`config.mk`:
```
export PLATFORM = sky130hd
export DESIGN_NAME = wdog_keyed
export DESIGN_NICKNAME = d
export VERILOG_FILES = /design/src/rtl/wdog_pkg.sv /design/src/rtl/wdog_limit_dec.sv /design/src/rtl/wdog_key_seq.sv /design/src/rtl/wdog_counter.sv /design/src/rtl/wdog_keyed.sv
export SDC_FILE = /design/constraint.sdc
export NUM_CORES = 1
export LEC_CHECK = 0
export ABC_AREA = 0
export BUFFER_PORTS_ARGS = -buffer_cell sky130_fd_sc_hd__buf_2
export CAP_MARGIN = 40
export CORE_ASPECT_RATIO = 2
export CORE_MARGIN = 2
export CORE_UTILIZATION = 50
export DETAILED_ROUTE_END_ITERATION = 7
export PLACE_DENSITY = 0.76
export SLEW_MARGIN = 10
export SYNTH_ARGS = -nofsm -noshare
export SYNTH_HDL_FRONTEND = slang
export SYNTH_HIERARCHICAL = 1
export SYNTH_SLANG_ARGS = --single-unit
```
`constraint.sdc`:
```
create_clock -name clk -period 3.29 [get_ports clk]
set_input_delay 0.658 -clock clk [delete_from_list [all_inputs] [get_ports clk]]
set_output_delay 0.658 -clock clk [all_outputs]
set_load 0.03 [all_outputs]
```
`src/rtl/wdog_pkg.sv`:
```
package wdog_pkg;
  // register offsets
  localparam int OFF_CTRL = 0;
  localparam int OFF_FEED = 4;

  // feed key, entered in this order
  localparam logic [7:0] KEY_FIRST  = 8'hA5;
  localparam logic [7:0] KEY_SECOND = 8'h5A;

  // bit positions of the control/status word
  localparam int POS_IFLAG = 9;
  localparam int POS_RFLAG = 31;

  typedef struct packed {
    logic       rflag;
    logic       ren;
    logic       ien;
    logic       iflag;
    logic       en;
    logic [3:0] rcode;
    logic [3:0] icode;
  } ctrl_t;

  function automatic logic [31:0] pack_ctrl(ctrl_t c);
    return {c.rflag, 19'b0, c.ren, c.ien, c.iflag, c.en, c.rcode, c.icode};
  endfunction
endpackage

```
`src/rtl/wdog_limit_dec.sv`:
```
module wdog_limit_dec #(
  parameter int CNT_W   = 32,
  parameter int EXP_MAX = 31
) (
  input  logic [3:0]       code_i,
  output logic [CNT_W-1:0] limit_o
);
  localparam int EXP_W = $clog2(EXP_MAX + 1);
  localparam logic [CNT_W-1:0] ONE = CNT_W'(1);

  logic [EXP_W-1:0] exp_w;

  always_comb begin
    exp_w   = EXP_W'(EXP_MAX) - EXP_W'(code_i);
    limit_o = ONE << exp_w;
  end
endmodule

```
`src/rtl/wdog_key_seq.sv`:
```
module wdog_key_seq
  import wdog_pkg::*;
(
  input  logic       clk,
  input  logic       rst,
  input  logic       wr_i,
  input  logic [7:0] data_i,
  output logic       feed_o
);
  logic armed_q;

  // a matching second key completes the feed
  assign feed_o = wr_i && armed_q && (data_i == KEY_SECOND);

  // any feed write re-evaluates the arming: only the first key arms
  always_ff @(posedge clk) begin
    if (rst)       armed_q <= 1'b0;
    else if (wr_i) armed_q <= (data_i == KEY_FIRST);
  end


  seq_abort_chk: assert property (@(posedge clk) disable iff (rst)
    (wr_i && data_i != KEY_FIRST) |=> !armed_q);
endmodule

```
`src/rtl/wdog_counter.sv`:
```
module wdog_counter #(
  parameter int CNT_W = 32
) (
  input  logic             clk,
  input  logic             rst,
  input  logic             en_i,
  input  logic             feed_i,
  output logic [CNT_W-1:0] cnt_o
);
  localparam logic [CNT_W-1:0] CNT_MAX = '1;

  logic [CNT_W-1:0] cnt_q;

  always_ff @(posedge clk) begin
    if (rst || !en_i || feed_i) cnt_q <= '0;
    else if (cnt_q != CNT_MAX)  cnt_q <= cnt_q + CNT_W'(1);
  end

  assign cnt_o = cnt_q;


  feed_clear_chk: assert property (@(posedge clk) disable iff (rst)
    feed_i |=> cnt_q == '0);


  count_step_chk: assert property (@(posedge clk) disable iff (rst)
    (en_i && !feed_i && cnt_q != CNT_MAX) |=> cnt_q == $past(cnt_q) + CNT_W'(1));
endmodule

```
`src/rtl/wdog_keyed.sv`:
```
module wdog_keyed
  import wdog_pkg::*;
#(
  parameter int ADDR_W  = 8,
  parameter int CNT_W   = 32,
  parameter int EXP_MAX = 31
) (
  input  logic              clk,
  input  logic              rst,
  input  logic [ADDR_W-1:0] bus_addr_i,
  input  logic              bus_wr_i,
  input  logic [31:0]       bus_wdata_i,
  output logic [31:0]       bus_rdata_o,
  output logic              irq_o,
  output logic              sys_rst_req_o
);
  localparam int N_LIM = 2;  // 0: interrupt, 1: reset

  ctrl_t            csr_q;
  logic [31:0]      rdata_q;
  logic             rreq_q;
  logic             sel_ctrl, sel_feed, wr_ctrl, wr_feed, feed;
  logic [CNT_W-1:0] cnt;
  logic [3:0]       code_v [N_LIM];
  logic [CNT_W-1:0] lim_v  [N_LIM];
  logic             int_hit, rst_hit;
  logic             unused_wdata;

  assign sel_ctrl     = (bus_addr_i == ADDR_W'(OFF_CTRL));
  assign sel_feed     = (bus_addr_i == ADDR_W'(OFF_FEED));
  assign wr_ctrl      = bus_wr_i && sel_ctrl;
  assign wr_feed      = bus_wr_i && sel_feed;
  assign unused_wdata = ^bus_wdata_i[30:12];

  wdog_key_seq u_key (
    .clk    (clk),
    .rst    (rst),
    .wr_i   (wr_feed),
    .data_i (bus_wdata_i[7:0]),
    .feed_o (feed)
  );

  wdog_counter #(.CNT_W(CNT_W)) u_cnt (
    .clk    (clk),
    .rst    (rst),
    .en_i   (csr_q.en),
    .feed_i (feed),
    .cnt_o  (cnt)
  );

  assign code_v[0] = csr_q.icode;
  assign code_v[1] = csr_q.rcode;

  for (genvar g = 0; g < N_LIM; g++) begin : g_lim
    wdog_limit_dec #(.CNT_W(CNT_W), .EXP_MAX(EXP_MAX)) u_dec (
      .code_i  (code_v[g]),
      .limit_o (lim_v[g])
    );
  end

  // interrupt is a level compare (sticky flag); reset fires on the exact hit
  assign int_hit = csr_q.en && csr_q.ien && (cnt >= lim_v[0]);
  assign rst_hit = csr_q.en && csr_q.ren && (cnt == lim_v[1]);

  always_ff @(posedge clk) begin
    if (rst) begin
      csr_q   <= '0;
      rdata_q <= '0;
      rreq_q  <= 1'b0;
    end else begin
      if (wr_ctrl) begin
        csr_q.icode <= bus_wdata_i[3:0];
        csr_q.rcode <= bus_wdata_i[7:4];
        csr_q.en    <= bus_wdata_i[8];
        csr_q.ien   <= bus_wdata_i[10];
        csr_q.ren   <= bus_wdata_i[11];
        csr_q.rflag <= bus_wdata_i[POS_RFLAG];
        if (bus_wdata_i[POS_IFLAG]) csr_q.iflag <= 1'b0;
      end
      if (int_hit) csr_q.iflag <= 1'b1;
      if (rst_hit) csr_q.rflag <= 1'b1;
      rreq_q  <= rst_hit;
      rdata_q <= sel_ctrl ? pack_ctrl(csr_q) : 32'h0;
    end
  end

  assign bus_rdata_o   = rdata_q;
  assign irq_o         = csr_q.iflag & csr_q.ien;
  assign sys_rst_req_o = rreq_q;


  rst_pulse_chk: assert property (@(posedge clk) disable iff (rst)
    sys_rst_req_o |=> !sys_rst_req_o);


  rst_flag_chk: assert property (@(posedge clk) disable iff (rst)
    sys_rst_req_o |-> csr_q.rflag);


  masked_flag_chk: assert property (@(posedge clk) disable iff (rst)
    (!csr_q.ien && !csr_q.iflag) |=> !csr_q.iflag);


  disabled_quiet_chk: assert property (@(posedge clk) disable iff (rst)
    !csr_q.en |=> !sys_rst_req_o);
endmodule

```
== After elaboration in Yosys (flattened, before gate mapping) ==
Index checks and enable logic that the tools add are counted.

* Input bits: 43
* Bits in writable memories: 0
* Register bits after elaboration: 79
* Word-level logic and storage cells: 46
* Memories kept: 0
* Bits in read-only memories: 0
* Latch bits: 0

* Reduce and logical (&&, ||, !) cells: 17
* Shift-type cells: 2
* Add/subtract/negate cells: 3
* Magnitude comparators: 1
* Eq/ne operators: 5
* $mul: 0
* Bitwise operators: 2
* Divide/modulo/power cells: 0
* Mux-type cells: 4

{| class="wikitable"
|+ Operators with widths
! kind !! count
|-
| 1-bit by 5-bit << shifter with 32-bit output, first input constant || 2
|-
| 32-bit by 1-bit adder with 32-bit output, second input constant || 1
|-
| 32-bit == test || 1
|-
| 32-bit greater-or-equal comparator || 1
|-
| 32-bit != test, second input constant || 1
|-
| 13-bit 2-to-1 mux || 1
|-
| 5-bit by 4-bit subtractor with 5-bit output, first input constant || 2
|-
| 8-bit by 3-bit == test with 1-bit output, second input constant || 1
|-
| 8-bit by 7-bit == test with 1-bit output, second input constant || 1
|-
| 8-bit == test, second input constant || 1
|-
| 1-bit logical AND || 8
|-
| 8-bit logical NOT || 1
|-
| 2-bit nonzero test || 3
|-
| 1-bit 2-to-1 mux || 3
|-
| 1-bit logical OR || 2
|-
| 2-bit AND reduction || 1
|-
| 2-bit OR reduction || 1
|-
| 1-bit AND || 1
|-
| 1-bit logical NOT || 1
|-
| 1-bit NOT || 1
|}

== Logic depth before layout (Yosys ltp) ==
Gate-level depths: netlist of run 1.

* Depth in word-level cells: 6
* Mapped depth: 9

== Hierarchy ==
The synthesis of run 1 kept the hierarchy.

{| class="wikitable"
|+ By module, submodules not included
! module !! times used !! area an instance (um^2) !! sequential area each (um^2) !! cells an instance
|-
| wdog_keyed || 1 || 2220.9 || 540.5 || 255
|-
| wdog_counter || 1 || 1639.1 || 640.6 || 189
|-
| wdog_limit_dec || 2 || 350.3 || 0.0 || 37
|-
| wdog_key_seq || 1 || 96.3 || 20.0 || 10
|}

== Worst setup path after synthesis of run 1 ==
No wires, ideal clock.

* Kind: input-to-reg
* Start: input bus_addr_i[1]
* End: register u_cnt.cnt_q[20] (netlist: u_cnt/cnt_o[20])
* Path slack: 0.682 ns
* Required time: 3.162 ns
* Stages on the path: 9
* Data arrival time: 2.480 ns
* Cells stage by stage: nor4_2 nand2_1 nor3_1 nand4b_1 nor4_1 or3b_2 clkbuf_1 clkbuf_1 nor2_1

* Longest elaborated chain between the ends: 5

{| class="wikitable"
|+ RTL lines
! item !! line !! RTL
|-
| start, declared || wdog_keyed.sv:10 || <nowiki>input logic [ADDR_W-1:0] bus_addr_i,</nowiki>
|-
| 8-bit by 3-bit == test with 1-bit output || wdog_keyed.sv:30 || <nowiki>assign sel_feed = (bus_addr_i == ADDR_W'(OFF_FEED));</nowiki>
|-
| 1-bit logical AND || wdog_keyed.sv:32 || <nowiki>assign wr_feed = bus_wr_i && sel_feed;</nowiki>
|-
| via wr_feed || wdog_keyed.sv:22 || <nowiki>logic sel_ctrl, sel_feed, wr_ctrl, wr_feed, feed;</nowiki>
|-
| 1-bit logical AND (2 in series) || wdog_key_seq.sv:13 || <nowiki>assign feed_o = wr_i && armed_q && (data_i == KEY_SECOND);</nowiki>
|-
| via feed || wdog_keyed.sv:22 ||
|-
| 1-bit logical OR || wdog_counter.sv:15 || <nowiki>if (rst || !en_i || feed_i) cnt_q <= '0;</nowiki>
|-
| end signal, assigned || wdog_counter.sv:16 || <nowiki>else if (cnt_q != CNT_MAX) cnt_q <= cnt_q + CNT_W'(1);</nowiki>
|-
| end, declared || wdog_counter.sv:12 || <nowiki>logic [CNT_W-1:0] cnt_q;</nowiki>
|}

The timed path passes the listed nets, and every way through them passes these cells.
A chain may end at the register's enable or synchronous reset.

== Worst setup path in the final report of run 1 ==
* Start: input bus_addr_i[1]
* End: register u_cnt.cnt_q[23] (netlist: u_cnt/cnt_o[23])

The elaborated chain is that of the path after synthesis.

==> results of run 1 <==
cell usage after synthesis, types with 8 or more instances:
master | instances | area share [%]
a21oi_1 | 23 | 2.5
and2_1 | 16 | 2.1
and4_1 | 11 | 2.1
and4b_1 | 9 | 1.9
and4bb_2 | 12 | 3.2
buf_4 | 60 | 9.7
dfxtp_1 | 60 | 26
ha_1 | 33 | 8.9
inv_1 | 34 | 2.7
mux2i_1 | 12 | 2.6
nand2_1 | 22 | 1.8
nand3_1 | 19 | 2.0
nand4_1 | 12 | 1.6
nor2_1 | 32 | 2.6
nor4_1 | 14 | 1.9
nor4b_2 | 8 | 2.6
o21ai_0 | 11 | 1.2
xnor2_1 | 14 | 2.6
xor2_1 | 32 | 6.0
cell usage in the layout, fill, tap and decap left out, types with 14 or more instances in the layout:
| cell type | synthesis | routed |
|---|---|---|
| nor2_1 | 32 | 32 |
| dfxtp_1 | 60 | 60 |
| nor4_1 | 14 | 14 |
| ha_1 | 33 | 33 |
| xnor2_1 | 14 | 14 |
| xor2_1 | 32 | 32 |
| nand2_1 | 22 | 22 |
| inv_1 | 34 | 34 |
| buf_2 | 1 | 39 |
| conb_1 | 3 | 51 |
| and2_1 | 16 | 16 |
| a21oi_1 | 23 | 23 |
| nand3_1 | 19 | 19 |
through the flow:
stage	hold WS (ns)	area, µm²
after floorplan	0.429	4840
after global placement	0.435	4700
after detailed placement	0.448	4700
after CTS	0.460	5010
after global routing	0.474	5010
final	0.458	5010
routing by layer:
metal,wire length [µm],global-route usage (%),up-vias
met5,0,0,-
met4,995,21.8,0
met3,504,4.46,57
met1,3600,20.2,1807
met2,5660,38.4,123
li1,-,-,1885
critical path, delay by kind of cell:
| kind | cells | cell delay, ns |
|---|---|---|
| simple gates | 6 | 1.71 |
| buf+inv | 2 | 0.33 |
| compound gates | 1 | 0.04 |
cells by family after synthesis:
logic type                 after synthesis
AOI/OAI and AO/OA                       71
muxes                                   12
buffers and inverters                  104
adders and majority gates               33
xor gates and xnor gates                46
and+or+nand+nor                        199
DFF                                     60
other                                    3
area by class of cell:
class	instances	area [µm²]	area share, %
multi-input combinational	412	2990	59.8
sequential	60	1200	24.0
clock buffer	12	256	5.12
timing repair buffer	47	255	5.10
inverter	34	128	2.55
tap	102	128	2.55
clock inverter	4	47.5	0.949
state kept, by name, summed over array words and instances (netlist names):
name           cells
u_cnt/cnt_o       32
u_key/armed_q      1
code_v             8
sys_rst_req_o      1
csr_q              5
bus_rdata_o       13
power by group:
group          internal [mW]  leakage (nW)  switching (mW)
Combinational         0.0262          1.47          0.0619
Sequential             0.728         0.483        0.000612
Clock                  0.624         0.149           0.330
worst max path at each step:
| stage | from | to | depth (start not counted) |
|---|---|---|---|
| finish | bus_addr_i[1] | u_cnt/cnt_o[23] | 9 |
| global placement | bus_addr_i[1] | u_cnt/cnt_o[23] | 9 |
| CTS | bus_addr_i[1] | u_cnt/cnt_o[23] | 9 |
| detailed placement | bus_addr_i[1] | u_cnt/cnt_o[23] | 9 |
| global route | bus_addr_i[1] | u_cnt/cnt_o[23] | 9 |
| floorplan | bus_addr_i[1] | u_cnt/cnt_o[20] | 9 |
==> flow_summary.yaml, run 1 <==
route:
  drc: 0
  wl_per_cell_um: 16.0
  first_iter_violations: 209
  vias: 3872
  wirelength_mm: 10.8
  first_pass_iters: 5
  viasPerCell: 5.77
  drt.antenna.violating_nets: 0
global_routing:
  grtUsageTotal_pct: 22.2
  overflow: 0
  antenna_found_initial: 0
  grt_pass1_vias: 3730
  grt_pass1_wl_mm: 17.3
  grt_start_max_net_pins: 21
power:
  p_leak_nw: 2.10
  total_power_mw: 1.77
  ir_drop_mv: 0.303
  power_density_nw_per_um2: 353
placed_design:
  port-buffer-count: 38
  dp_slack_ns: 0.407
  dp_cells: 655
  gp_congestion: 0.834
  dpl.hpwl_mm: 8.33
timing:
  clock_skew_ns: 0.00796
  fin_ws_ns: 0.743
  period_share_pct: 77.4
  tightest_slew_ns: 0.877
  fin_tns_setup_ns: 0
  slew_viol_final: 0
  max_freq_mhz: 393
  post-route-min-period_ns: 2.55
  hold_violations: 0
  rsz0062_at_grt: "no"
  slew_headroom_pct: 41.0
  setup_viol: 0
layout:
  nets: 640
  layoutNonFillerInstCount: 671
  fillCellCount: 805
  final_util_pct: 55.6
  syn_to_final_growth_pct: 7.55
  drive_gt1_share_pct: 17.9
  antennaDiodeCount: 0
floorplanning:
  die-area_um2: 10100
  dieWidth_um: 72.2
  start_util_pct: 51.7
  die_h_um: 140
  io_pins: 77
  coreArea_um2: 9010
  rows: 49
critical_path:
  critPathKind: "input pin to flop"
  arrival_ns: 2.76
  ff2ff_path_depth: 7
  end_kind: "flop"
  cp_cell_sequence: "buf_2 > nor4_2 > nand2_1 > nor3_1 > nand4b_1 > nor4_1 > or3b_2 > buf_4 > a21oi_1"
  cp_slowest_stage_delay_ns: 0.53
  cp.required_ns: 3.51
  startpoint_type: "input pin"
  critPathMaxFanout: 20
  r2r_start: "u_cnt/cnt_o[0]"
  r2r_slack_ns: 0.77
  r2r_end: "u_cnt/cnt_o[29]"
  critPathSlowestCell: "or3b_2"
logic_synthesis:
  synthFlopType: "dfxtp_1"
  syn-mean-instance-area_um2: 8.82
  ys_ff_latch: 60
  synth_xor_area_share_pct: 8.65
  synthDistinctLibCells: 63
  synth-simple-area-share_pct: 30.2
  synth_top_family_by_area: "simple AND/OR/NAND/NOR gates"
  synth_edf_count: 0
  async_reset_ff_share_pct: 0
  synthesis.area_um2: 4660
  yosysWarningCount: 6
  synthCells: 528
  synthAdderAreaFrac_pct: 8.87
  seq_area_frac_synth_pct: 25.8
  muxShareOfSynthArea_pct: 2.58
  synth_compound_area_share_pct: 9.89
hold_path:
  hold_path.startpoint: "csr_q[12]"
  whs_path_depth: 1
  hold_path_class: "flop to flop"
  hold_end: "bus_rdata_o[31]"
flow_run:
  maxCapViolations: 0
clock_tree:
  cts_tree: "built"
  cts.clk_slew.worst_paths_ns: 0.05
  cts-hold-fix-buffers: 0
  insertion_delay_ns: 0.34
  cts_resized: 0
  clock-root-buffer: "clkbuf_16"
  htreeDepth: 3
  clk_path_buf_depth: 2
  cts_buffers: 9
  post_cts_buffers: 0
  clock_sinks: 60
run_status:
  status: "completed"
No activity file was read; power rests on OpenSTA's default activity.
==> run 2: changes to the inputs <==
==> constraint.sdc (replaced) <==
create_clock -name clk -period 2.5 [get_ports clk]
set_input_delay 0.5 -clock clk [delete_from_list [all_inputs] [get_ports clk]]
set_output_delay 0.5 -clock clk [all_outputs]
set_load 0.03 [all_outputs]
==> run 2 against run 1 <==
Worst setup slack lost 0.49 ns. Clock power is 51% higher. Flip-flop and latch count is the same. Critical path depth down 2. Largest power group unchanged. Highest routed layer unchanged.
==> flow_summary.yaml, run 2 (synthesis gave the netlist of run 1 again) <==
critical_path:
  critPathKind: "flop to flop"
  critPathSlowestCell: "dfxtp_1"
  ff2ff_path_depth: 7
  cp_cell_sequence: "ha_1 > and3_1 > nand4_1 > nor3_4 > buf_4 > nor4_1 > o21a_1"
  cp_slowest_stage_delay_ns: 0.45
  critPathMaxFanout: 26
  startpoint_type: "flop"
  end_kind: "flop"
  r2r_end: "u_cnt/cnt_o[29]"
  r2r_slack_ns: 0.25
  arrival_ns: 2.48
  cp.required_ns: 2.73
  r2r_start: "u_cnt/cnt_o[1]"
hold_path:
  hold_path.startpoint: "bus_wdata_i[11]"
  hold_path_class: "input pin to flop"
  hold_end: "csr_q[11]"
  whs_path_depth: 3
layout:
  layout_common_cells: "dfxtp_1 (57), conb_1 (51), buf_2 (38)"
  multi_input_area_um2: 2990
  largest_reg_flops: 32
  antennaDiodeCount: 0
  drive_gt1_share_pct: 20.0
  regArea_um2: 1200
  syn_to_final_growth_pct: 10.3
  fillCellCount: 804
  layout_commonest_cell: "dfxtp_1"
  nets: 650
route:
  drt.antenna.violating_nets: 0
  wirelength_mm: 11.0
  first_pass_iters: 4
  vias: 3904
  first_iter_violations: 174
  drc: 0
  viasPerCell: 5.73
  wl_per_cell_um: 16.1
timing:
  max_freq_mhz: 445
  hold_violations: 0
  slew_viol_final: 0
  tightest_slew_ns: 0.769
  post-route-min-period_ns: 2.25
  fin_tns_setup_ns: 0
  slew_headroom_pct: 48.5
  rsz0062_at_grt: "no"
  clock_skew_ns: 0.00877
  setup_viol: 0
  fin_hold_ws_ns: 0.414
  period_share_pct: 89.9
global_routing:
  grt_pass1_vias: 3889
  grtUsageTotal_pct: 22.6
  antenna_found_initial: 0
  grt_pass1_wl_mm: 17.9
  grt_start_max_net_pins: 27
  overflow: 0
clock_tree:
  cts-hold-fix-buffers: 0
  htreeDepth: 3
  insertion_delay_ns: 0.33
  cts_tree: "built"
  clk_path_buf_depth: 2
  post_cts_buffers: 0
  cts_resized: 0
  clock_sinks: 60
  cts.clk_slew.worst_paths_ns: 0.05
  clock-root-buffer: "clkbuf_16"
  cts_buffers: 9
flow_run:
  maxCapViolations: 0
power:
  ir_drop_mv: 0.365
  power_density_nw_per_um2: 491
  p_leak_nw: 2.18
floorplanning:
  die_h_um: 140
  rows: 49
  io_pins: 77
  dieWidth_um: 72.2
  start_util_pct: 51.7
  die-area_um2: 10100
  coreArea_um2: 9010
placed_design:
  dpl.hpwl_mm: 8.43
  gp_congestion: 0.851
  port-buffer-count: 38
run_status:
  status: "completed"
-- run 2: power by group --
part           total [mW]  internal (mW)  switching [mW]
sequential          0.958          0.957        0.000746
clock                1.44          0.999           0.444
combinational       0.118         0.0359          0.0824
-- run 2: per-stage QoR --
step	instances	power (mW)	util, %	setup WS (ns)	cell area (µm²)
after CTS	681	2.54	56.9	0.0705	5130
final	681	2.52	57.0	0.251	5140
after detailed placement	665	1.09	53.1	0.0884	4780
after global placement	665	1.09	53.1	0.170	4780
after floorplan	576	1.12	-	0.0503	4840
after global routing	681	2.59	57.0	0.0755	5140
-- run 2: worst max-delay path by stage --
stage | start | to | slack, ns | cells after the start
6_report | u_cnt/cnt_o[1] | u_cnt/cnt_o[29] | 0.25 | 7
5_1_grt | u_cnt/cnt_o[1] | u_cnt/cnt_o[17] | 0.08 | 7
4_1_cts | code_v[4] | csr_q[9] | 0.07 | 8
3_5_place_dp | bus_addr_i[1] | u_cnt/cnt_o[12] | 0.09 | 9
3_3_place_gp | code_v[4] | csr_q[9] | 0.17 | 8
2_1_floorplan | bus_addr_i[1] | u_cnt/cnt_o[20] | 0.05 | 9
-- run 2: worst max-delay path: cells and delay by family (launching register included) --
kind / cells / cell delay (ns)
AOI/OAI and AO/OA: 1 / 0.18
adders and majority gates: 1 / 0.25
buffers and inverters: 1 / 0.31
DFF: 1 / 0.45
and+or+nand+nor: 4 / 0.94
-- run 2: layout make-up --
class / instances / area share, %
inverters: 34 / 2.48
repair buffers: 57 / 6.48
clock buffers: 10 / 4.65
multi-input cells: 412 / 58.3
flip-flops and latches: 60 / 23.5
well taps: 102 / 2.48
clock inverters: 6 / 2.17
-- run 2: layer usage --
layer,up-vias,share of wire (%),global-route usage [%]
li1,1903,-,-
met1,1798,34,21.2
met2,150,53,39.8
met3,53,4.6,5.04
met4,0,7.8,18.5
met5,-,0,0
